[src/rtl/wrbuf_pkg.sv]
package wrbuf_pkg;

    localparam int AW = 16;
    localparam int DW = 32;

    typedef struct packed {
        logic [AW-1:0] addr;
        logic [DW-1:0] data;
    } wb_entry_t;

    typedef enum logic [1:0] {
        RD_IDLE = 2'd0,
        RD_MEM  = 2'd1,
        RD_FWD  = 2'd2,
        RD_HOLD = 2'd3
    } rd_act_e;

    // next slot index with wrap at depth d
    function automatic int wrap_next(int p, int d);
        return (p + 1 >= d) ? 0 : p + 1;
    endfunction

    // position of slot s counted from head h, ring of size d
    function automatic int slot_age(int s, int h, int d);
        return (s >= h) ? s - h : s + d - h;
    endfunction

endpackage

[src/rtl/wrbuf_fifo.sv]
module wrbuf_fifo
    import wrbuf_pkg::*;
#(
    parameter int DEPTH = 4,
    localparam int PTR_W = (DEPTH > 1) ? $clog2(DEPTH) : 1,
    localparam int CNT_W = $clog2(DEPTH + 1)
) (
    input  logic             clk,
    input  logic             rst,
    input  logic             push,
    input  wb_entry_t        push_ent,
    input  logic             pop,
    output wb_entry_t        slots    [DEPTH],
    output logic [DEPTH-1:0] slot_vld,
    output logic [PTR_W-1:0] head_ptr,
    output logic [CNT_W-1:0] count,
    output logic             full,
    output logic             empty
);

    wb_entry_t        ram [DEPTH];
    logic [PTR_W-1:0] wr_ptr;
    logic [PTR_W-1:0] rd_ptr;
    logic [CNT_W-1:0] occ;

    always_ff @(posedge clk) begin
        if (rst) begin
            wr_ptr <= '0;
            rd_ptr <= '0;
            occ    <= '0;
        end else begin
            if (push) begin
                ram[wr_ptr] <= push_ent;
                wr_ptr      <= PTR_W'(wrap_next(int'(wr_ptr), DEPTH));
            end
            if (pop) begin
                rd_ptr <= PTR_W'(wrap_next(int'(rd_ptr), DEPTH));
            end
            case ({push, pop})
                2'b10:   occ <= occ + 1'b1;
                2'b01:   occ <= occ - 1'b1;
                default: occ <= occ;
            endcase
        end
    end

    always_comb begin
        for (int g = 0; g < DEPTH; g++) begin
            slot_vld[g] = slot_age(g, int'(rd_ptr), DEPTH) < int'(occ);
        end
    end

    assign slots    = ram;
    assign head_ptr = rd_ptr;
    assign count    = occ;
    assign full     = (occ == CNT_W'(DEPTH));
    assign empty    = (occ == '0);

endmodule

[src/rtl/wrbuf_match.sv]
module wrbuf_match
    import wrbuf_pkg::*;
#(
    parameter int DEPTH = 4,
    localparam int PTR_W = (DEPTH > 1) ? $clog2(DEPTH) : 1
) (
    input  wb_entry_t        slots    [DEPTH],
    input  logic [DEPTH-1:0] slot_vld,
    input  logic [PTR_W-1:0] head_ptr,
    input  logic [AW-1:0]    rd_addr,
    output logic             hit,
    output logic [DW-1:0]    hit_data
);

    logic [DEPTH-1:0] eq;

    // one comparator per slot, all in parallel
    for (genvar g = 0; g < DEPTH; g++) begin : g_cmp
        assign eq[g] = slot_vld[g] && (slots[g].addr == rd_addr);
    end

    // walk from oldest to youngest; the last match wins
    always_comb begin
        hit      = 1'b0;
        hit_data = '0;
        for (int i = 0; i < DEPTH; i++) begin
            int s;
            s = int'(head_ptr) + i;
            if (s >= DEPTH) s = s - DEPTH;
            if (eq[s]) begin
                hit      = 1'b1;
                hit_data = slots[s].data;
            end
        end
    end

endmodule

[src/rtl/wrbuf_rdprio.sv]
module wrbuf_rdprio
    import wrbuf_pkg::*;
#(
    parameter int DEPTH  = 4,
    parameter bit FWD_EN = 1'b1,
    localparam int PTR_W = (DEPTH > 1) ? $clog2(DEPTH) : 1,
    localparam int CNT_W = $clog2(DEPTH + 1)
) (
    input  logic          clk,
    input  logic          rst,
    input  logic          st_valid,
    input  logic [AW-1:0] st_addr,
    input  logic [DW-1:0] st_data,
    output logic          st_ready,
    input  logic          vic_valid,
    input  logic [AW-1:0] vic_addr,
    input  logic [DW-1:0] vic_data,
    output logic          vic_ready,
    input  logic          rd_valid,
    input  logic [AW-1:0] rd_addr,
    output logic          rd_mem_go,
    output logic          rd_fwd,
    output logic [DW-1:0] rd_fwd_data,
    output logic          rd_hold,
    output logic          mem_wr_valid,
    output logic [AW-1:0] mem_wr_addr,
    output logic [DW-1:0] mem_wr_data,
    input  logic          mem_wr_ready
);

    wb_entry_t        slots [DEPTH];
    logic [DEPTH-1:0] slot_vld;
    logic [PTR_W-1:0] head_ptr;
    logic [CNT_W-1:0] occ;
    logic             full;
    logic             empty;
    logic             push;
    logic             pop;
    wb_entry_t        push_ent;
    logic             hit;
    logic [DW-1:0]    hit_data;
    rd_act_e          act;

    // eviction port wins the single enqueue slot per cycle
    assign push     = (vic_valid || st_valid) && !full;
    assign push_ent = vic_valid ? '{addr: vic_addr, data: vic_data}
                                : '{addr: st_addr,  data: st_data};
    assign vic_ready = !full;
    assign st_ready  = !full && !vic_valid;

    wrbuf_fifo #(.DEPTH(DEPTH)) u_fifo (
        .clk      (clk),
        .rst      (rst),
        .push     (push),
        .push_ent (push_ent),
        .pop      (pop),
        .slots    (slots),
        .slot_vld (slot_vld),
        .head_ptr (head_ptr),
        .count    (occ),
        .full     (full),
        .empty    (empty)
    );

    wrbuf_match #(.DEPTH(DEPTH)) u_match (
        .slots    (slots),
        .slot_vld (slot_vld),
        .head_ptr (head_ptr),
        .rd_addr  (rd_addr),
        .hit      (hit),
        .hit_data (hit_data)
    );

    always_comb begin
        if (!rd_valid)   act = RD_IDLE;
        else if (!hit)   act = RD_MEM;
        else if (FWD_EN) act = RD_FWD;
        else             act = RD_HOLD;
    end

    assign rd_mem_go   = (act == RD_MEM);
    assign rd_fwd      = (act == RD_FWD);
    assign rd_hold     = (act == RD_HOLD);
    assign rd_fwd_data = rd_fwd ? hit_data : '0;

    // a read cleared to memory takes the memory port this cycle
    assign mem_wr_valid = !empty && !rd_mem_go;
    assign mem_wr_addr  = slots[head_ptr].addr;
    assign mem_wr_data  = slots[head_ptr].data;
    assign pop          = mem_wr_valid && mem_wr_ready;

endmodule

[config.mk]
export PLATFORM = sky130hd
export DESIGN_NAME = wrbuf_rdprio
export DESIGN_NICKNAME = d
export VERILOG_FILES = /design/src/rtl/wrbuf_pkg.sv /design/src/rtl/wrbuf_fifo.sv /design/src/rtl/wrbuf_match.sv /design/src/rtl/wrbuf_rdprio.sv
export SDC_FILE = /design/constraint.sdc
export NUM_CORES = 1
export LEC_CHECK = 0
export BUFFER_PORTS_ARGS = -buffer_cell sky130_fd_sc_hd__buf_2
export CORE_ASPECT_RATIO = 0.5
export CORE_MARGIN = 2
export CORE_UTILIZATION = 25
export CTS_CLUSTER_DIAMETER = 120
export DETAILED_ROUTE_END_ITERATION = 10
export PLACE_DENSITY_LB_ADDON = 0.3
export SKIP_LAST_GASP = 1
export SYNTH_ARGS = -nofsm -noshare
export SYNTH_HDL_FRONTEND = slang
export SYNTH_SLANG_ARGS = --single-unit
[constraint.sdc]
create_clock -name clk -period 4.9 [get_ports clk]
set_input_delay 0.49 -clock clk [delete_from_list [all_inputs] [get_ports clk]]
set_output_delay 0.49 -clock clk [all_outputs]
set_load 0.05 [all_outputs]
==> out/qor.csv <==
stage,metric,value,unit
power,clock power share,25.0,%
die,Die W,320,um
critical_path,"slowest stage delay, CP",0.50,ns
job,max-cap violations,0,
synthesis,"Async S/R FF share, synth",0,%
timing,Final period util,94.1,%
cells_and_area,final-stage net count,1174,
critical_path,CP Data Required Time,4.41,ns
cells_and_area,share of layout cells above drive strength 1,43.7,%
critical_path,CP cell instances,inv_1 > ha_4 > inv_1 > ha_1 > a21oi_1 > o211a_1 > and3_1 > o21a_1 > a2111oi_4 > buf_4 > a21oi_1 > o22ai_1 > buf_2,
cells_and_area,Area growth syn-to-layout,18.2,%
synthesis,Ys Warns,0,
die,Die ar.,51900,um2
die,core area,48900,um2
detailed_routing,ANT nets after route,0,
synthesis,post-synthesis cell count,871,
clocking,H-tree Lvls,4,
critical_path,"Max FO, Critical Path",32,
cells_and_area,non-filler cells in the finished layout,1700,
cells_and_area,Reg area,5910,um2
clocking,CTS tree,done,
detailed_routing,wire per inst,20.9,um
clocking,total CTS buffers,17,
grt,most used routing layer,met2,
critical_path,Worst setup EP type,primary output,
grt,met3 Use GR,1.75,%
critical_path,slowest CP cell,buf_4,
detailed_routing,WL final,35500,um
placed_design,Detailed Place HPWL,23100,um
timing,slew margin rel.,32.9,%
power,cell-internal power,3.49,mW
timing,final worst path period need,4.61,ns
timing,worst slew pin tran,1.01,ns
cells_and_area,final core occ,30.2,%
clocking,post-CTS setup buffers,0,
die,# rows,57,
grt,first-pass GRT wire length,54100,um
timing,Hold WS,0.369,ns
power,Net Switching,1.89,mW
grt,pin count of the biggest net entering global routing,64,
detailed_routing,Remaining DRCs,0,
grt,number of global-route vias before repair,9156,
grt,gr ovfl total,0,
synthesis,Netlist Area Pre-Place,12500,um2
cells_and_area,Multi-input gate area,6290,um2
clocking,Skew-Pair Late Insertion Delay,0.43,ns
synthesis,Synth Register Bits,199,
power,Reg power frac,40.3,%
critical_path,Top Family by Delay on Critical Path,compound AO/OA/AOI/OAI gates,
timing,Final Hold Vio Count,0,
synthesis,"Seq/Total Area, Yosys",47.2,%
clocking,maximum clock insertion buffer count,2,
synthesis,"EDFF count, synth",192,
power,power per cell area,364,nW/um2
worst_hold_path,hold crit path type,in2reg,
synthesis,"Distinct cells, synth",48,
status,status,finished clean,
detailed_routing,DR iter-0 viols,534,
critical_path,Critical path buffers and inverters,4,
power,Net Sw Frac,35.2,%
grt,GR Util met2,27.0,%
placed_design,routability cong.,0.800,
critical_path,CP arrival,4.12,ns
clocking,root buffer cell,clkbuf_16,
cells_and_area,fill count,4931,
power,VDD IR max,0.243,mV
timing,clk_skew,0.00935,ns
synthesis,ys flop type,edfxtp_1,
synthesis,syn_nets,1007,
critical_path,startpoint types,register,
timing,setup_tns,0,ns
placed_design,Port Buffer Count,202,
grt,initial antenna violation count,2,
grt,gr usage total,13.6,%
die,I/O Pins,204,
critical_path,crit path kind,reg2out,
timing,RSZ-0062 raised after global routing,false,
detailed_routing,vias,8577,
placed_design,placed cells,1668,
clocking,CTS Sinks,199,
detailed_routing,Pre-antenna DRT Iters,5,
grt,met1 Use GR,14.9,%
die,initial core utilization,25.6,%
timing,"Slew Viols, Final",0,
clocking,clock slew at reported path FFs,0.07,ns
synthesis,"Avg Cell Area, Syn",14.4,um2
power,power share of the combinational group,34.7,%
clocking,"Hold-fix buffers, CTS",0,
timing,final setup margin,0.288,ns
detailed_routing,vias per cell,5.05,
die,Die H,162,um
power,leakage power total,5.07,nW
placed_design,Placement Setup Slack,0.585,ns
timing,Peak Freq,217,MHz
timing,Setup Viol. Count Final,0,
-- layout by cell type (no fill, tap or decap), drive strengths merged, types with 2 or more instances in the layout --
cell type | netlist | layout
edfxtp | 192 | 192
o21ai | 9 | 9
xnor2 | 24 | 24
ha | 17 | 17
nor4 | 11 | 11
a221oi | 5 | 5
xor2 | 42 | 42
mux2 | 86 | 86
nor2 | 15 | 15
inv | 12 | 16
and3 | 4 | 4
clkbuf | 34 | 18
a21oi | 36 | 36
clkinv | 0 | 7
nor3 | 7 | 7
and2 | 9 | 9
dfxtp | 7 | 7
buf | 37 | 219
o32ai | 2 | 2
nand4 | 8 | 8
o211ai | 59 | 59
mux4 | 111 | 111
o22ai | 32 | 32
nand2 | 62 | 62
mux2i | 34 | 34
-- timing repair --
action,CTS,global route
endpoints found under the hold margin,0,0
resized for setup,0,1
endpoints found under the setup margin,0,18
-- cell usage after synthesis (2+ instances only) --
| library cell | n | area (um2) |
|---|---|---|
| edfxtp_1 | 192 | 5770 |
| mux4_2 | 111 | 2500 |
| mux2_2 | 84 | 946 |
| nand2_1 | 62 | 233 |
| o211ai_1 | 59 | 443 |
| xor2_1 | 42 | 368 |
| a21oi_1 | 35 | 175 |
| clkbuf_1 | 34 | 128 |
| mux2i_1 | 33 | 330 |
| o22ai_1 | 32 | 200 |
| xnor2_1 | 24 | 210 |
| buf_2 | 23 | 115 |
| ha_1 | 17 | 213 |
| nor2_1 | 15 | 56.3 |
| inv_1 | 12 | 45.0 |
| nor4_1 | 11 | 68.8 |
| buf_1 | 10 | 37.5 |
| and2_1 | 9 | 56.3 |
| nand4_1 | 8 | 50.1 |
| dfxtp_1 | 7 | 140 |
| nor3_1 | 6 | 30.0 |
| a221oi_1 | 5 | 43.8 |
| o21ai_0 | 5 | 25.0 |
| and3_1 | 4 | 25.0 |
| buf_4 | 4 | 30.0 |
| o21ai_1 | 4 | 20.0 |
| mux2_1 | 2 | 22.5 |
-- worst reg2reg max path: cells and delay by family, from the launching register on --
kind	cells	cell delay, ns
simple gates	7	1.67
fa+ha+maj	4	0.79
compound gates	2	0.44
buf+inv	3	0.37
xor+xnor	1	0.09
flops	1	0.52
-- path summary, 6_finish.rpt --
check | start | end | slack [ns] | cells after the start
max | u_fifo.head_ptr[0] | rd_fwd_data[29] | 0.29 | 13
min | rst | u_fifo.wr_ptr[0] | 0.37 | 2
max reg2reg | u_fifo.head_ptr[1] | u_fifo.count[2] | 0.96 | 17
min reg2reg | u_fifo.wr_ptr[0] | u_fifo.wr_ptr[0] | 0.58 | 2
-- power groups by stage --
| stage | clock, mW | sequential [mW] | combinational [mW] |
|---|---|---|---|
| floorplan | 0 | 2.16 | 1.46 |
| global placement | 0 | 2.19 | 1.87 |
| detailed placement | 0 | 2.20 | 1.89 |
| CTS | 1.37 | 2.17 | 1.90 |
| global route | 1.43 | 2.19 | 2.00 |
| finish | 1.34 | 2.17 | 1.87 |
-- cell families after synthesis --
kind of cell | share of synthesized area (%)
adder cells (fa/ha/maj) | 1.86
AND/OR/NAND/NOR | 4.59
AO/OA/AOI/OAI | 8.35
XOR/XNOR | 4.62
flip-flops | 47.2
other | 0.0300
buffers and inverters | 2.84
multiplexers | 30.5
-- per-layer routing --
metal / wire length [um] / vias to the layer above
li1: - / 3872
met2: 20300 / 176
met4: 837 / 2
met1: 13400 / 4476
met3: 961 / 51
met5: 13 / -
-- flip-flops by register name, summed over array words and instances (netlist names) --
name             cells
u_fifo.slots       192
u_fifo.wr_ptr        2
u_fifo.head_ptr      2
u_fifo.count         3
-- area by class of cell --
class | count | area share [%]
diodes | 1 | 0.0169
clock buffers | 18 | 2.90
clock inverters | 13 | 0.846
inverters | 12 | 0.305
multi-input cells | 589 | 42.6
flip-flops and latches | 199 | 40.0
well taps | 649 | 5.49
repair buffers | 219 | 7.87
-- through the flow --
stage / area (um2) / total power [mW]
after floorplan: 12500 / 3.62
after global placement: 14200 / 4.07
after detailed placement: 14200 / 4.09
after CTS: 14800 / 5.43
after global routing: 14800 / 5.62
final: 14800 / 5.38
Note: power is estimated with default switching activity, not from simulation.
